--- src/rtl/spi_ssm_pkg.sv ---
package spi_ssm_pkg;

   // control register image, bit 7 down to bit 0
   typedef struct packed {
      logic       sel_lvl;   // bit7: select level used when sw_sel is set
      logic       sw_sel;    // bit6: select comes from sel_lvl instead of pin
      logic [1:0] rate;      // bits5:4: SCK half period = 2^rate clocks
      logic       cpha;      // bit3
      logic       cpol;      // bit2
      logic       mstr;      // bit1
      logic       en;        // bit0
   } spi_ctrl_t;

   localparam logic [1:0] ADDR_CTRL = 2'd0;
   localparam logic [1:0] ADDR_STAT = 2'd1;
   localparam logic [1:0] ADDR_DATA = 2'd2;

endpackage

--- src/rtl/spi_sync.sv ---
module spi_sync #(
   parameter int   STAGES  = 2,
   parameter logic RST_VAL = 1'b0
) (
   input  logic clk,
   input  logic rst_n,
   input  logic d,
   output logic q
);

   if (STAGES < 2) begin : g_bad_stages
      $error("spi_sync: STAGES must be at least 2");
   end

   logic [STAGES-1:0] chain_q;

   always_ff @(posedge clk or negedge rst_n) begin
      if (!rst_n) chain_q <= {STAGES{RST_VAL}};
      else        chain_q <= {chain_q[STAGES-2:0], d};
   end

   assign q = chain_q[STAGES-1];

endmodule

--- src/rtl/spi_sck_gen.sv ---
module spi_sck_gen #(
   parameter int BITS   = 8,
   parameter int RATE_W = 2
) (
   input  logic              clk,
   input  logic              rst_n,
   input  logic              start,
   input  logic              abort,
   input  logic [RATE_W-1:0] rate,
   input  logic              cpol,
   output logic              busy,
   output logic              sck,
   output logic              lead_ev,
   output logic              trail_ev,
   output logic              done_ev
);

   localparam int DIV_W  = 2 ** RATE_W;
   localparam int EDGE_W = $clog2(2 * BITS);
   localparam logic [EDGE_W-1:0] LAST_EDGE = EDGE_W'(2 * BITS - 1);

   if (RATE_W < 1 || RATE_W > 3) begin : g_bad_rate
      $error("spi_sck_gen: RATE_W must be 1..3");
   end

   logic [DIV_W-1:0]  div_q;
   logic [DIV_W-1:0]  half_last;
   logic [EDGE_W-1:0] edge_q;
   logic              phase_q;
   logic              busy_q;
   logic              tick;

   assign half_last = (DIV_W'(1) << rate) - DIV_W'(1);
   assign tick      = busy_q && (div_q == half_last);
   assign lead_ev   = tick && !phase_q;
   assign trail_ev  = tick && phase_q;
   assign done_ev   = trail_ev && (edge_q == LAST_EDGE);

   always_ff @(posedge clk or negedge rst_n) begin
      if (!rst_n) begin
         busy_q  <= 1'b0;
         phase_q <= 1'b0;
         div_q   <= '0;
         edge_q  <= '0;
      end else if (abort) begin
         busy_q  <= 1'b0;
         phase_q <= 1'b0;
         div_q   <= '0;
         edge_q  <= '0;
      end else if (!busy_q) begin
         if (start) begin
            busy_q <= 1'b1;
            div_q  <= '0;
            edge_q <= '0;
         end
      end else if (tick) begin
         div_q   <= '0;
         phase_q <= ~phase_q;
         edge_q  <= edge_q + 1'b1;
         if (edge_q == LAST_EDGE) busy_q <= 1'b0;
      end else begin
         div_q <= div_q + 1'b1;
      end
   end

   assign busy = busy_q;
   assign sck  = cpol ^ phase_q;

   AST_SCK_RETURNS_IDLE: assert property (@(posedge clk) disable iff (!rst_n)
      done_ev |=> (sck == cpol));

endmodule

--- src/rtl/spi_shifter.sv ---
module spi_shifter #(
   parameter int BITS = 8
) (
   input  logic            clk,
   input  logic            rst_n,
   input  logic            load,
   input  logic [BITS-1:0] load_data,
   input  logic            cpha,
   input  logic            lead,
   input  logic            trail,
   input  logic            abort,
   input  logic            rx_in,
   output logic            tx_bit,
   output logic [BITS-1:0] rx_data,
   output logic            byte_done,
   output logic            mid_byte
);

   localparam int CNT_W = $clog2(BITS);
   localparam logic [CNT_W-1:0] LAST = CNT_W'(BITS - 1);

   if (BITS < 2) begin : g_bad_bits
      $error("spi_shifter: BITS must be at least 2");
   end

   logic [BITS-1:0]  sr_q;
   logic [BITS-1:0]  rx_q;
   logic [BITS-1:0]  sr_next;
   logic [CNT_W-1:0] cnt_q;
   logic             hold_q;
   logic             out_q;
   logic             in_byte_q;

   // bit entering the register: captured now (phase 1) or held since lead (phase 0)
   assign sr_next   = {sr_q[BITS-2:0], (cpha ? rx_in : hold_q)};
   assign byte_done = trail && !abort && !load && (cnt_q == LAST);

   always_ff @(posedge clk or negedge rst_n) begin
      if (!rst_n) begin
         sr_q      <= '0;
         rx_q      <= '0;
         cnt_q     <= '0;
         hold_q    <= 1'b0;
         out_q     <= 1'b0;
         in_byte_q <= 1'b0;
      end else begin
         if (load) begin
            sr_q  <= load_data;
            out_q <= load_data[BITS-1];
         end else if (lead && !abort) begin
            in_byte_q <= 1'b1;
            if (cpha) out_q  <= sr_q[BITS-1];
            else      hold_q <= rx_in;
         end else if (trail && !abort) begin
            sr_q <= sr_next;
            if (!cpha) out_q <= sr_q[BITS-2];
            if (cnt_q == LAST) begin
               cnt_q     <= '0;
               in_byte_q <= 1'b0;
               rx_q      <= sr_next;
            end else begin
               cnt_q <= cnt_q + 1'b1;
            end
         end
         if (abort) begin
            cnt_q     <= '0;
            in_byte_q <= 1'b0;
         end
      end
   end

   assign tx_bit   = out_q;
   assign rx_data  = rx_q;
   assign mid_byte = in_byte_q;

   AST_DONE_PULSE: assert property (@(posedge clk) disable iff (!rst_n)
      byte_done |=> !byte_done);

endmodule

--- src/rtl/spi_ss_guard.sv ---
module spi_ss_guard (
   input  logic en,
   input  logic mstr,
   input  logic cpha,
   input  logic sw_sel,
   input  logic sel_lvl,
   input  logic ss_pin,
   input  logic data_wr,
   input  logic mid_byte,
   input  logic mst_busy,
   output logic ss_int,
   output logic is_master,
   output logic is_slave,
   output logic modf_set,
   output logic wcol_set,
   output logic load_ok
);

   logic slave_locked;

   assign ss_int    = sw_sel ? sel_lvl : ss_pin;
   assign is_master = en && mstr;
   assign is_slave  = en && !mstr;
   assign modf_set  = is_master && !ss_int;

   // phase 0: select must be released before a reload; phase 1: only mid-byte locks
   assign slave_locked = cpha ? mid_byte : !ss_int;
   assign wcol_set     = data_wr && is_slave && slave_locked;
   assign load_ok      = data_wr && !wcol_set && !(is_master && mst_busy);

endmodule

--- src/rtl/spi_ssm_ctrl.sv ---
module spi_ssm_ctrl #(
   parameter int BITS        = 8,
   parameter int RATE_W      = 2,
   parameter int SYNC_STAGES = 2
) (
   input  logic       clk,
   input  logic       rst_n,
   input  logic [1:0] bus_addr,
   input  logic       bus_wr,
   input  logic       bus_rd,
   input  logic [7:0] bus_wdata,
   output logic [7:0] bus_rdata,
   input  logic       sck_i,
   output logic       sck_o,
   output logic       sck_oe,
   input  logic       mosi_i,
   output logic       mosi_o,
   output logic       mosi_oe,
   input  logic       miso_i,
   output logic       miso_o,
   output logic       miso_oe,
   input  logic       ss_n_i
);
   import spi_ssm_pkg::*;

   if (BITS < 2 || BITS > 8) begin : g_bad_bits
      $error("spi_ssm_ctrl: BITS must be 2..8");
   end
   if (RATE_W != 2) begin : g_bad_rate
      $error("spi_ssm_ctrl: control register holds a 2-bit rate field");
   end

   spi_ctrl_t       ctrl_q;
   logic            done_q, wcol_q, modf_q, arm_q;
   logic            ss_s, sck_s, sck_d, mosi_s;
   logic            ss_int, is_master, is_slave, modf_set, wcol_set, load_ok;
   logic            data_wr, data_acc, clear_ev;
   logic            gen_busy, gen_sck, gen_lead, gen_trail, gen_done;
   logic            slv_act, slv_edge, slv_lead, slv_trail;
   logic            sh_lead, sh_trail, sh_abort, sh_done, sh_mid, sh_tx;
   logic [BITS-1:0] sh_rx;

   // ---------------- pin synchronisers ----------------
   spi_sync #(.STAGES(SYNC_STAGES), .RST_VAL(1'b1)) u_sync_ss (
      .clk(clk), .rst_n(rst_n), .d(ss_n_i), .q(ss_s));
   spi_sync #(.STAGES(SYNC_STAGES), .RST_VAL(1'b0)) u_sync_sck (
      .clk(clk), .rst_n(rst_n), .d(sck_i), .q(sck_s));
   spi_sync #(.STAGES(SYNC_STAGES), .RST_VAL(1'b0)) u_sync_mosi (
      .clk(clk), .rst_n(rst_n), .d(mosi_i), .q(mosi_s));

   always_ff @(posedge clk or negedge rst_n) begin
      if (!rst_n) sck_d <= 1'b0;
      else        sck_d <= sck_s;
   end

   // ---------------- register port ----------------
   assign data_wr  = bus_wr && (bus_addr == ADDR_DATA);
   assign data_acc = (bus_wr || bus_rd) && (bus_addr == ADDR_DATA);
   assign clear_ev = arm_q && data_acc;

   always_ff @(posedge clk or negedge rst_n) begin
      if (!rst_n) begin
         ctrl_q <= '0;
      end else begin
         if (bus_wr && bus_addr == ADDR_CTRL) ctrl_q <= spi_ctrl_t'(bus_wdata);
         if (modf_set) ctrl_q.mstr <= 1'b0;
      end
   end

   always_ff @(posedge clk or negedge rst_n) begin
      if (!rst_n) begin
         arm_q  <= 1'b0;
         done_q <= 1'b0;
         wcol_q <= 1'b0;
         modf_q <= 1'b0;
      end else begin
         if (clear_ev)                              arm_q <= 1'b0;
         else if (bus_rd && bus_addr == ADDR_STAT)  arm_q <= 1'b1;
         done_q <= sh_done  | (done_q & ~clear_ev);
         wcol_q <= wcol_set | (wcol_q & ~clear_ev);
         modf_q <= modf_set | (modf_q & ~clear_ev);
      end
   end

   always_comb begin
      unique case (bus_addr)
         ADDR_CTRL: bus_rdata = ctrl_q;
         ADDR_STAT: bus_rdata = {done_q, wcol_q, modf_q, 4'b0000, is_master};
         ADDR_DATA: bus_rdata = 8'(sh_rx);
         default:   bus_rdata = 8'h00;
      endcase
   end

   // ---------------- select rules ----------------
   spi_ss_guard u_guard (
      .en(ctrl_q.en), .mstr(ctrl_q.mstr), .cpha(ctrl_q.cpha),
      .sw_sel(ctrl_q.sw_sel), .sel_lvl(ctrl_q.sel_lvl), .ss_pin(ss_s),
      .data_wr(data_wr), .mid_byte(sh_mid), .mst_busy(gen_busy),
      .ss_int(ss_int), .is_master(is_master), .is_slave(is_slave),
      .modf_set(modf_set), .wcol_set(wcol_set), .load_ok(load_ok));

   // ---------------- master clock ----------------
   spi_sck_gen #(.BITS(BITS), .RATE_W(RATE_W)) u_sck_gen (
      .clk(clk), .rst_n(rst_n),
      .start(load_ok && is_master), .abort(modf_set || !is_master),
      .rate(ctrl_q.rate), .cpol(ctrl_q.cpol),
      .busy(gen_busy), .sck(gen_sck),
      .lead_ev(gen_lead), .trail_ev(gen_trail), .done_ev(gen_done));

   // ---------------- slave edge detection ----------------
   assign slv_act   = is_slave && !ss_int;
   assign slv_edge  = slv_act && (sck_s != sck_d);
   assign slv_lead  = slv_edge && (sck_s != ctrl_q.cpol);
   assign slv_trail = slv_edge && (sck_s == ctrl_q.cpol);

   assign sh_lead  = is_master ? gen_lead  : slv_lead;
   assign sh_trail = is_master ? gen_trail : slv_trail;
   assign sh_abort = !ctrl_q.en || modf_set || (is_slave && ss_int);

   // ---------------- shift register ----------------
   spi_shifter #(.BITS(BITS)) u_shifter (
      .clk(clk), .rst_n(rst_n),
      .load(load_ok), .load_data(bus_wdata[BITS-1:0]), .cpha(ctrl_q.cpha),
      .lead(sh_lead), .trail(sh_trail), .abort(sh_abort),
      .rx_in(is_master ? miso_i : mosi_s),
      .tx_bit(sh_tx), .rx_data(sh_rx), .byte_done(sh_done), .mid_byte(sh_mid));

   // ---------------- pins ----------------
   assign sck_o   = gen_sck;
   assign sck_oe  = is_master;
   assign mosi_o  = sh_tx;
   assign mosi_oe = is_master;
   assign miso_o  = sh_tx;
   assign miso_oe = slv_act;

   AST_MODF_EXIT: assert property (@(posedge clk) disable iff (!rst_n)
      modf_set |=> !ctrl_q.mstr);
   AST_WCOL_STICKY: assert property (@(posedge clk) disable iff (!rst_n)
      (wcol_q && !clear_ev) |=> wcol_q);
   AST_SLAVE_BYTE_SELECTED: assert property (@(posedge clk) disable iff (!rst_n)
      (sh_done && !is_master) |-> !ss_int);
   AST_MASTER_DONE_SYNC: assert property (@(posedge clk) disable iff (!rst_n)
      (gen_done && is_master && !modf_set) |-> sh_done);

endmodule

--- config.mk ---
export PLATFORM = sky130hd
export DESIGN_NAME = spi_ssm_ctrl
export DESIGN_NICKNAME = d
export VERILOG_FILES = /design/src/rtl/spi_ssm_pkg.sv /design/src/rtl/spi_sync.sv /design/src/rtl/spi_sck_gen.sv /design/src/rtl/spi_shifter.sv /design/src/rtl/spi_ss_guard.sv /design/src/rtl/spi_ssm_ctrl.sv
export SDC_FILE = /design/constraint.sdc
export NUM_CORES = 1
export LEC_CHECK = 0
export BUFFER_PORTS_ARGS = -buffer_cell sky130_fd_sc_hd__buf_2
export CAP_MARGIN = 20
export CORE_ASPECT_RATIO = 0.8
export CORE_MARGIN = 2
export CORE_UTILIZATION = 30
export CTS_BUF_LIST = sky130_fd_sc_hd__clkbuf_16
export CTS_CLUSTER_SIZE = 14
export DETAILED_ROUTE_END_ITERATION = 6
export GPL_TIMING_DRIVEN = 0
export SETUP_SLACK_MARGIN = 0.2
export SLEW_MARGIN = 20
export SYNTH_ARGS = -nofsm -noshare
export SYNTH_HDL_FRONTEND = slang
export SYNTH_HIERARCHICAL = 1
export SYNTH_SLANG_ARGS = --single-unit
--- constraint.sdc ---
create_clock -name clk -period 3.55 [get_ports clk]
set_clock_uncertainty 0.05 [all_clocks]
set_input_delay 0.5325 -clock clk [delete_from_list [all_inputs] [get_ports clk]]
set_output_delay 0.5325 -clock clk [all_outputs]
set_load 0.1 [all_outputs]
# Word-level counts from Yosys, hierarchy flattened
# Index checks and enable logic that the tools add are counted.
# W data, S select, Z words.
dict set report totals {
  regBits 51
  latchBits 0
  mem_bits_rw 0
  in_bits 18
  out_inout_bits 14
  wordCells 158
  n_memories 0
  rom_bits 0
}
dict set report classes {
  n_div 0
  shift 1
  n_mul 0
  bitwise_logic 12
  addsub 4
  n_lt_le_gt_ge 0
  n_reduce_logical 58
  n_eq_ne 14
  mux 44
}
# cell count
set op_table {}
lappend op_table {{$mux W4} 7}
lappend op_table {{$mux W1} 27}
lappend op_table {{$logic_and A1 B1 Y1} 26}
lappend op_table {{$mux W8} 3}
lappend op_table {{$pmux W8 S3} 1}
lappend op_table {{$mux W3} 5}
lappend op_table {{$reduce_and A3 Y1} 4}
lappend op_table {{$reduce_bool A2 Y1} 6}
lappend op_table {{$reduce_bool A3 Y1} 4}
lappend op_table {{$logic_not A1 Y1} 9}
lappend op_table {{$add A4 B1 Y4 const B} 2}
lappend op_table {{$reduce_and A2 Y1} 3}
lappend op_table {{$not A1 Y1} 5}
lappend op_table {{$eq A4 B4 Y1} 1}
lappend op_table {{$eq A4 B4 Y1 const B} 1}
lappend op_table {{$logic_or A1 B1 Y1} 4}
lappend op_table {{$ne A2 B1 Y1 const B} 2}
lappend op_table {{$reduce_and A4 Y1} 1}
lappend op_table {{$shl A1 B2 Y4 const A} 1}
lappend op_table {{$sub A4 B2 Y4 const B} 1}
lappend op_table {{$add A3 B1 Y3 const B} 1}
lappend op_table {{$and A1 B1 Y1} 3}
lappend op_table {{$eq A3 B3 Y1 const B} 1}
lappend op_table {{$ne A3 B1 Y1 const B} 1}
lappend op_table {{11 further kinds} 14}

# Logic depth before layout (Yosys ltp)
# Gate-level depths: netlist of the first run.
dict set report depth {
  word_depth 11
  ltp_mapped 10
  mapped_depth_nobuf 8
}

# Cells and area by module
# The synthesis of the first run kept the hierarchy.
# module cells_per_inst seq_area_each_um2 area_each_um2 n_inst
set by_module_without_submodules {}
lappend by_module_without_submodules {spi_shifter 86 550.5 1043.5 1}
lappend by_module_without_submodules {spi_ssm_ctrl 75 325.3 770.7 1}
lappend by_module_without_submodules {spi_sck_gen 75 250.2 689.4 1}
lappend by_module_without_submodules {{spi_sync (u_sync_mosi ...)} 2 50.0 50.0 2}
lappend by_module_without_submodules {spi_ss_guard 12 0.0 81.3 1}
lappend by_module_without_submodules {{spi_sync (u_sync_ss)} 2 52.6 52.6 1}

# Worst setup path before layout of the first run
# OpenSTA, ideal clock, no wires.
dict set report synth_timing {
  path_type {input to output}
  from {input port bus_addr[1]}
  to {output port bus_rdata[0]}
  required_time_ps 2967
  path_slack_ps -99
  arrival_ps 3067
  path_stages 4
  path_buffers 2
  path_cell_list {buf_6 -> buf_2 -> mux2i_1 -> o21ai_0}
}
dict set report synth_via {
  elab_chain_cells 2
  word_cells_on_any_way 4
  cone_classes {2 x eq/ne; 1 x mux; 1 x reduce/logical}
}
# item line
set synth_lines {}
lappend synth_lines {{from (decl)} spi_ssm_ctrl.sv:8} ;# input logic [1:0] bus_addr,
lappend synth_lines {{$eq A2 B2 Y1 (tied with other cells)} spi_ssm_ctrl.sv:86} ;# unique case (bus_addr)
lappend synth_lines {{$pmux W8 S3 (*)} spi_ssm_ctrl.sv:86}
lappend synth_lines {{to (decl)} spi_ssm_ctrl.sv:12} ;# output logic [7:0] bus_rdata,
# Mark *: on every way between the ends. The rest lies on a longest branch, timed or not.

# Final worst setup path of the first run
dict set report layout_timing {
  from {register ctrl_q[5] in the netlist's numbering}
  to {register u_shifter.rx_q[1], in the netlist u_shifter/rx_data[1]}
}
dict set report layout_via {
  word_cells_on_any_way 12
  cone_classes {1 x add/sub; 1 x eq/ne; 1 x shift; 2 x mux; 1 x bitwise; 6 x reduce/logical}
}
# item line
set layout_rtl {}
lappend layout_rtl {{from (decl)} spi_ssm_ctrl.sv:33} ;# spi_ctrl_t ctrl_q;
lappend layout_rtl {{from (signal assigned)} spi_ssm_ctrl.sv:65} ;# if (bus_wr && bus_addr == ADDR_CTRL) ctrl_q <= spi_ctrl_t'(bus_wdata);
lappend layout_rtl {{$shl A1 B2 Y4} spi_sck_gen.sv:33} ;# assign half_last = (DIV_W'(1) << rate) - DIV_W'(1);
lappend layout_rtl {{$sub A4 B2 Y4} spi_sck_gen.sv:33}
lappend layout_rtl {{$eq A4 B4 Y1} spi_sck_gen.sv:34} ;# assign tick = busy_q && (div_q == half_last);
lappend layout_rtl {{$logic_and A1 B1 Y1} spi_sck_gen.sv:34}
lappend layout_rtl {{$logic_and A1 B1 Y1} spi_sck_gen.sv:36} ;# assign trail_ev = tick && phase_q;
lappend layout_rtl {{net gen_trail} spi_ssm_ctrl.sv:38} ;# logic gen_busy, gen_sck, gen_lead, gen_trail, gen_done;
lappend layout_rtl {{$mux W1} spi_ssm_ctrl.sv:117} ;# assign sh_trail = is_master ? gen_trail : slv_trail;
lappend layout_rtl {{net sh_trail} spi_ssm_ctrl.sv:40} ;# logic sh_lead, sh_trail, sh_abort, sh_done, sh_mid, sh_tx;
lappend layout_rtl {{$logic_and A1 B1 Y1} spi_shifter.sv:54} ;# end else if (trail && !abort) begin
lappend layout_rtl {{$reduce_and A4 Y1 (no line)} --}
lappend layout_rtl {{to (signal assigned)} spi_shifter.sv:60} ;# rx_q <= sr_next;
lappend layout_rtl {{to (decl)} spi_shifter.sv:27} ;# logic [BITS-1:0] rx_q;
# The timed path passes the listed nets, and every way through them passes these cells.
# A chain may end at the register's enable or synchronous reset.

==> run metrics, run 1 <==
power density over the cells=547.7 nW/um^2; worst min path class=in2async; IO Count=32; length of the first detailed-routing pass in iterations=4; total track usage=between 10% and 20%; die area=a little under 10000 um^2; Post-DP HPWL=approximately 4.4 mm; post-route antenna net violation count=0; max incr delay on CP=between 500 and 600 ps; worst-margin pin slew=approximately 700 ps; CTS Buffer Depth=2; Critical-path top delay cell=nor4_4; # hold bufs at CTS=0; Mapped Avg Cell Area=about 11 um^2; crit-path max FO=8; Final Hold Fails=0; max_slew headroom=between 50% and 60%; WP data arrival=about 3000 ps; largest net degree at the start of global routing=52; final worst slack=between 600 and 700 ps; total core area=8960 um^2; Final nets=312; Final setup viols=0; H-tree Lvls=2; wire length per cell=15.35 um; antenna violations before repair=0; Num CTS Buffers=5; status=finished, final reports clean; Post-Synthesis Cells=253; RD Place Congestion=0.7414; Synth Warn #=6; fmax=about 350 MHz; gr ovfl total=0; input/output buffers=30; Mapped Area=roughly 2700 um^2; crit path time final=~2900 ps; initial core utilization=30.48%; drt drc=0; DP Worst Slack=around 470 ps; Largest delay share family, worst path=simple AND/OR/NAND/NOR gates; RSZ-0062 raised after global routing=no; initial DRC count=130; Buf+Inv Stages, Crit Path=0; setup repair bufs after CTS=0; Lkg Pwr=between 0.001 and 0.0015 uW; vias per cell=about 5.0; vias in the first global route=around 2000; Resize count post-CTS=0; CTS Sinks=51; diode count=0; DIE HEIGHT=89.35 um; Tcrit/Tclk final=between 80% and 90%; Post-Syn Nets=275; VDD IR max=approximately 190 uV; Worst Setup End Kind=flip-flop; CTS root buf=clkbuf_16; area grow syn2layout=17.13%; routed vias=approximately 2000; die width=between 100 and 150 um; Clk pin slew, worst setup/hold paths=about 70 ps; Worst R2R Setup Slack=roughly 660 ps; wire length of the first global-routing pass=roughly 11 mm; layout cells sized above 1=a little over a quarter; Max Cap Viol=0; row count=31; Worst setup SP type=flip-flop; post-route setup TNS=0 ps; CTS tree=built; critical path type=reg2reg; clk_lat worst skew=between 200 and 300 ps; WP data required=roughly 3700 ps; DRT Wirelength=just over 6 mm; cells along the critical path=nor4_1 > o21ai_1 > a21boi_0 > and2_1 > a22o_1 > nand2_1 > nor4_4 > mux2_2; Slew Viols, Final=0
-- flip-flops by register name, indices dropped and copies added, names as in the netlist, 2 cells and up --
signal and flops:
ctrl_q 8, u_sck_gen/div_q 4, u_sck_gen/edge_q 4, u_shifter/cnt_q 3, u_shifter/rx_data 8, u_shifter/sr_q 8
u_sync_mosi/chain_q 2, u_sync_sck/chain_q 2, u_sync_ss/chain_q 2
-- per-layer routing --
metal	vias up	wire (um)	part of all wire (%)	global-route usage (%)
li1	990	-	-	-
met1	996	3215	52	19.52
met2	49	2639	42	20.19
met3	6	314	5.0	3.322
met4	0	64	1.0	2.727
met5	-	0	0	0
-- worst reg2reg max path, delay by kind of cell, from the launching register on --
kind            cells  cell delay, ps
compound gates      3             720
flops               1             440
mux                 1             410
simple gates        4            1160
-- layout make-up --
| class | count | area (um^2) |
|---|---|---|
| Timing Repair Buffer | 30 | 152.6 |
| Clock buffer | 5 | 125.1 |
| Inverter | 6 | 22.52 |
| Fill cell | 902 | 5761 |
| Sequential cell | 51 | 1279 |
| Multi-Input combinational cell | 181 | 1331 |
| Buffer | 15 | 101.3 |
| Clock inverter | 3 | 43.79 |
| Tap cell | 115 | 143.9 |
-- placed cells by master, fill, tap and decap left out, drive strengths merged, types with 3 or more instances in the layout --
cell type	count
nor3b	5
a31oi	4
and3	4
buf	40
mux2i	20
nor4b	4
and2	3
nand2	20
a21oi	7
nor3	4
clkbuf	10
nor2b	8
o21ai	18
mux2	21
nor2	15
ha	4
dfrtp	49
nand4	4
inv	6
nand3	5
a21o	3
nand2b	6
-- worst paths after layout --
check	startpoint	end	cells after the start
worst max-delay path	ctrl_q[5]	u_shifter/rx_data[1]	8
worst min-delay path	rst_n	u_sck_gen/div_q[2]	1
worst max register to register	ctrl_q[5]	u_shifter/rx_data[1]	8
worst min register to register	u_sync_sck/chain_q[0]	u_sync_sck/chain_q[1]	0
max in group asynchronous	rst_n	ctrl_q[1]	1
min in group clk	ss_n_i	u_sync_ss/chain_q[0]	1
-- report_power, final --
group          switching, uW  internal [uW]
combinational            326            142
clock                    218            333
sequential              76.1            658
total                    620           1130
-- per-stage QoR --
stage / util (%) / cell area, um^2 / total power [uW] / hold WS [ps] / instances
final: 35.71 / 3199 / 1752 / 220.9 / 406
after global routing: 35.71 / 3199 / 1851 / 269.1 / 406
after CTS: 35.71 / 3199 / 1772 / 249.9 / 406
after detailed placement: 33.82 / 3030 / 1215 / 284.7 / 398
after global placement: 33.79 / 3028 / 1201 / 282.8 / 398
after floorplan: - / 2734 / 1098 / 186.9 / 253
(Power assumes the default switching activity.)
==> run 2, diff against run 1 <==
- ABC_AREA: default -> 1
- clock period: 3.55 -> 2.7 ns (I/O delays scaled with it)
==> run 2 against run 1 <==
- final cell count increased by 27%
- combinational power is 21% higher
- final area grew 2.6%
- area after synthesis is 3.6% higher
- sequential share of layout area is 1.0 points lower
- sequential power increased by 27%
- largest power group unchanged
==> run metrics, run 2 <==
Worst setup SP type=flip-flop; Gate power share=26.3% (-0.4 points); Max Cap Viol=0 (unchanged); vias in the first global route=2232 (+12%); Sw Ratio=37.35% (+2.0 points); Worst R2R Path Depth=13 (+5); VDD IR max=389.9 uV (+110%); critical path type=reg2out; # hold bufs at CTS=0 (unchanged); Finished Layout Cells=517 (+27%); total internal power=1344 uW (+19%); WP data arrival=1900 ps (-1120 ps); CTS tree=built; Mapped Avg Cell Area=7.793 um^2 (-28%); placement-stage cell area=3131 um^2 (+3.3%); power density over the cells=653.4 nW/um^2 (+19%); Resize count post-CTS=0 (unchanged); IO Count=32 (unchanged); DRT Wirelength=6.216 mm (-0.27%); sw power=800.9 uW (+29%); gr ovfl total=0 (unchanged); most frequent cells in the layout=145 x nand2_1, 49 x dfrtp_1, 33 x nand3_1; Lkg Pwr=0.001708 uW (+19%); Final Hold Fails=0 (unchanged); Num CTS Buffers=5 (unchanged); Final Cell Area=3282 um^2 (+2.6%); fmax=between 400 and 500 MHz; Tcrit/Tclk final=87.33%; Final setup viols=0 (unchanged); Post-Syn Nets=385 (+40%); Synth Warn #=6 (unchanged); vias per cell=4.538 (-9.7%); input/output buffers=31 (+3.3%); setup repair bufs after CTS=0 (unchanged); crit-path max FO=8 (unchanged); die width=112.6 um (+1.7%); length of the first detailed-routing pass in iterations=4 (unchanged); RD Place Congestion=0.8247 (+11%); CTS Sinks=51 (unchanged); wire length of the first global-routing pass=10.94 mm (+3.7%); WP data required=2250 ps (-1430 ps); Flop pwr share=43.3% (+1.4 points); post-layout util=36.01% (+0.30 points); commonest non-fill, non-tap cell in the layout=nand2_1; largest net degree at the start of global routing=52 (unchanged); area grow syn2layout=16.01%; status=finished, final reports clean; Post-Synthesis Cells=363 (+43%); worst-margin pin slew=661.1 ps (-39.56 ps); RSZ-0062 raised after global routing=no; total core area=9115 um^2 (+1.7%); reg2reg start=ctrl_q[5]; placed insts=509 (+28%); Mapped Area=2829 um^2 (+3.6%); wire length per cell=12.02 um (-22%); initial DRC count=158 (+22%); clk_lat worst skew=300 ps (about the same); Clk pin slew, worst setup/hold paths=70 ps (about the same); Post-DP HPWL=4.809 mm (+8.2%); worst min path class=in2async; drt drc=0 (unchanged); H-tree Lvls=2 (unchanged); Sequential Area=1279 um^2 (unchanged); CTS root buf=clkbuf_16; row count=31 (unchanged); Buf+Inv Stages, Crit Path=3 (+3); Worst Setup End Kind=primary output; Slew Viols, Final=0 (unchanged); total power=2145 uW (+22%); Largest delay share family, worst path=buffers and inverters; crit path time final=between 2000 and 2500 ps; max incr delay on CP=440 ps (-110 ps); Filler cells=959 (+6.3%); diode count=0 (unchanged); initial core utilization=31.04% (+0.55 points); Clk network pwr share=30.3% (-1.1 points); Worst R2R Setup Slack=500 ps (-160 ps); antenna violations before repair=0 (unchanged); R2R Path End=u_shifter/rx_data[2]; post-route setup TNS=0 ps (unchanged); most used cell, CP=nand2_1; die area=10230 um^2 (+3.4%); cells along the critical path=nand2_1 > inv_2 > clkbuf_1 > nand2_1 > nand3_1 > buf_2; DIE HEIGHT=90.86 um (+1.7%); max_slew headroom=55.92% (+3.0 points); post-route antenna net violation count=0 (unchanged); Multi-input gate area=1344 um^2 (+0.94%); layout cells sized above 1=21.64% (-5.5 points); Final nets=423 (+36%); Critical-path top delay cell=dfrtp_1; CTS Buffer Depth=2 (unchanged); routed vias=2346 (+15%); total track usage=13.26% (-0.10 points)
## run 2: cell type report
| type | instances | share of cell area [%] |
|---|---|---|
| Buffer | 4 | 0.9150 |
| Inverter | 45 | 5.376 |
| Clock inverter | 3 | 0.8006 |
| Clock buffer | 5 | 3.812 |
| Timing Repair Buffer | 31 | 4.804 |
| Multi-Input combinational cell | 263 | 40.95 |
| Sequential cell | 51 | 38.96 |
| Tap cell | 115 | 4.384 |
## run 2: stage by stage
step           hold WS (ps)  setup WS (ps)
6_report              77.43          342.1
5_1_grt               138.4          211.6
4_1_cts               115.2          303.6
3_5_place_dp          286.4          360.6
3_3_place_gp          282.5          383.2
2_1_floorplan         59.41          259.9
## run 2: worst max-delay path by stage
stage	start	to	slack, ps	cells past startpoint
detailed placement	bus_addr[1]	u_sck_gen/div_q[2]	360	13
CTS	ctrl_q[0]	bus_rdata[0]	300	6
global placement	bus_addr[1]	u_sck_gen/div_q[2]	380	13
floorplan	bus_addr[0]	bus_rdata[2]	260	3
global route	ctrl_q[0]	bus_rdata[0]	210	6
finish	ctrl_q[0]	bus_rdata[0]	340	6
## run 2: power groups by stage
stage / combinational, uW / sequential [uW] / clock, uW
after floorplan: 420 / 954 / 0
after global placement: 560 / 939 / 0
after detailed placement: 567 / 944 / 0
after CTS: 570 / 928 / 677
after global routing: 620 / 942 / 707
final: 564 / 929 / 651
## run 2: per-layer routing
metal	wire, um	global-route usage (%)	vias to the layer above
li1	-	-	1210
met1	3353	21.01	1089
met2	2521	17.91	42
met3	289	2.953	5
met4	51	3.150	0
met5	0	0	-
==> run 3, diff against run 2 <==
- clock period: 2.7 -> 1.9 ns (I/O delays scaled with it)
==> run 3 against run 2 <==
- the flow now finishes with violations (hold timing, setup timing)
- utilization up 7.0 points
- first-iteration DRC count increased by 16%
- flip-flop and latch count did not move
- via count grew 7.4%
- sequential share of layout area fell by 6.2 points
- clock power rose by 29%
- critical endpoint is now u_shifter/rx_data[3]
- die area did not move
- worst setup slack got worse by 460 ps
- non-clock buffer count is 42 higher
- hold slack got worse by 99 ps
==> run metrics, run 3 (synthesis results as in run 2) <==
CTS tree=built; CTS root buf=clkbuf_16; VDD IR max=454.0 uV (+16%); Max Cap Viol=0 (unchanged); worst min path class=in2async; routed vias=2519 (+7.4%); Critical-path top delay cell=dfrtp_1; layout cells sized above 1=39.59% (+18 points); Worst Setup End Kind=flip-flop; final worst slack=-119.3 ps (-461.5 ps); most used cell, CP=nand2_2; DIE HEIGHT=90.86 um (unchanged); diode count=0 (unchanged); status=finished with violations; GRT busiest layer=met2; wire length per cell=13.26 um (+10%); failing checks=hold timing, setup timing; power density over the cells=812.5 nW/um^2 (+24%); crit-path max FO=5 (-3); Clk network pwr share=26.3% (-4.0 points); antenna violations before repair=0 (unchanged); vias per cell=4.522 (-0.34%); CTS Buffer Depth=2 (unchanged); row count=31 (unchanged); critical path type=reg2reg; wire length of the first global-routing pass=12.07 mm (+10%); max_slew headroom=55.77% (-0.15 points); post-route setup TNS=-999.1 ps (-999.1 ps); largest net degree at the start of global routing=52 (unchanged); Gate power share=32.2% (+5.9 points); met2 Use GR=22.50% (+4.6 points); reg2reg start=ctrl_q[6]; clk_lat worst skew=280 ps (-20 ps); Crit. Startpoint=ctrl_q[6]; IO Count=32 (unchanged); met3 Resource Use GR=2.282% (-0.67 points); Sw Ratio=36.44% (-0.90 points); commonest non-fill, non-tap cell in the layout=nand2_1; Flop pwr share=41.5% (-1.8 points); Tcrit/Tclk final=106.3%; worst-margin pin slew=663.4 ps (+2.253 ps); M1 GR Usage=21.54% (+0.53 points); Clk pin slew, worst setup/hold paths=70 ps (about the same); RSZ-0062 raised after global routing=yes; Multi-input gate area=1544 um^2 (+15%); crit path time final=~2000 ps; max incr delay on CP=410 ps (-30 ps); total internal power=2023 uW (+51%); Final setup viols=18 (+18); DRT Wirelength=7.386 mm (+19%); area grow syn2layout=38.48%; total core area=9115 um^2 (unchanged); Num CTS Buffers=5 (unchanged); Sequential Area=1284 um^2 (+0.39%); RD Place Congestion=0.7869 (-4.6%); H-tree Lvls=2 (unchanged); die area=10230 um^2 (unchanged); Finished Layout Cells=557 (+7.7%); Worst setup SP type=flip-flop; Final nets=465 (+9.9%); sw power=1160 uW (+45%); gr ovfl total=0 (unchanged); # hold bufs at CTS=0 (unchanged); input/output buffers=31 (unchanged); initial core utilization=31.04% (unchanged); placed insts=509 (unchanged); most frequent cells in the layout=126 x nand2_1, 45 x dfrtp_1, 43 x buf_4; fmax=495.2 MHz; Final Hold Fails=14 (+14); length of the first detailed-routing pass in iterations=5 (+1); Filler cells=873 (-9.0%); Post-DP HPWL=4.976 mm (+3.5%); post-route antenna net violation count=0 (unchanged); CTS Sinks=51 (unchanged); cells along the critical path=inv_1 > nand2_2 > and2_4 > inv_4 > nand2_4 > nor2_4 > nand2_2 > nand2_2 > inv_2 > nor2_4 > nand2_4 > nor2_8 > buf_12 > nand3_1 > nand2_1; vias in the first global route=2427 (+8.7%); Lkg Pwr=0.002004 uW (+17%); total track usage=14.65% (+1.4 points); WP data arrival=2180 ps (+280 ps); hold_ws=-21.31 ps (-98.74 ps); initial DRC count=184 (+16%); drt drc=0 (unchanged); die width=112.6 um (unchanged); Slew Viols, Final=0 (unchanged); WP data required=2060 ps (-190 ps)
run 3: repair_timing:
action,4_1_cts,5_1_grt
setup endpoints to repair,38,37
setup buffers,31,11
resized for setup,41,41
pin swaps,26,18
endpoints found under the hold margin,0,0
run 3: area by class of cell:
type | instances | share of cell area (%)
clock inverters | 1 | 0.09582
multi-input cells | 263 | 39.41
flip-flops and latches | 51 | 32.77
repair buffers | 73 | 14.72
inverters | 45 | 5.078
plain buffers | 4 | 1.054
clock buffers | 5 | 3.194
well taps | 115 | 3.673
run 3: metrics by stage:
step	area (um^2)	power, uW	worst slack [ps]	util, %
after floorplan	2902	1984	57.88	-
after global placement	3201	2155	-241.4	35.11
after detailed placement	3203	2172	-297.7	35.14
after CTS	3706	3126	-14.81	40.66
after global routing	3918	3355	-179.7	42.98
final	3918	3183	-119.3	42.98
run 3: critical path: cells and delay by family (launching register included):
| family | cells | cell delay (ps) |
|---|---|---|
| and+or+nand+nor | 11 | 1140 |
| DFF | 1 | 410 |
| buffers and inverters | 4 | 330 |
run 3: path summary, 6_finish.rpt:
check                                        end  slack [ps]  depth (start not counted)
setup / recovery            u_shifter/rx_data[3]        -120                         15
hold / removal                u_sck_gen/div_q[1]         -20                          1
setup reg to reg            u_shifter/rx_data[3]        -120                         15
hold reg to reg            u_sync_sck/chain_q[1]         300                          0
max in group asynchronous              ctrl_q[3]        1330                          1
min in group clk            u_sync_ss/chain_q[0]          50                          1
run 3: metal layers:
| layer | up-vias | wire [um] |
|---|---|---|
| met5 | - | 0 |
| met4 | 0 | 89 |
| met1 | 1170 | 3650 |
| met3 | 6 | 386 |
| met2 | 60 | 3260 |
| li1 | 1283 | - |
run 3: power by group through the flow:
stage | Sequential, uW | Combinational, uW | Clock, uW
final | 1320 | 1020 | 839
after global routing | 1340 | 1110 | 907
after CTS | 1320 | 946 | 860
after detailed placement | 1340 | 829 | 0
after global placement | 1340 | 818 | 0
after floorplan | 1360 | 622 | 0
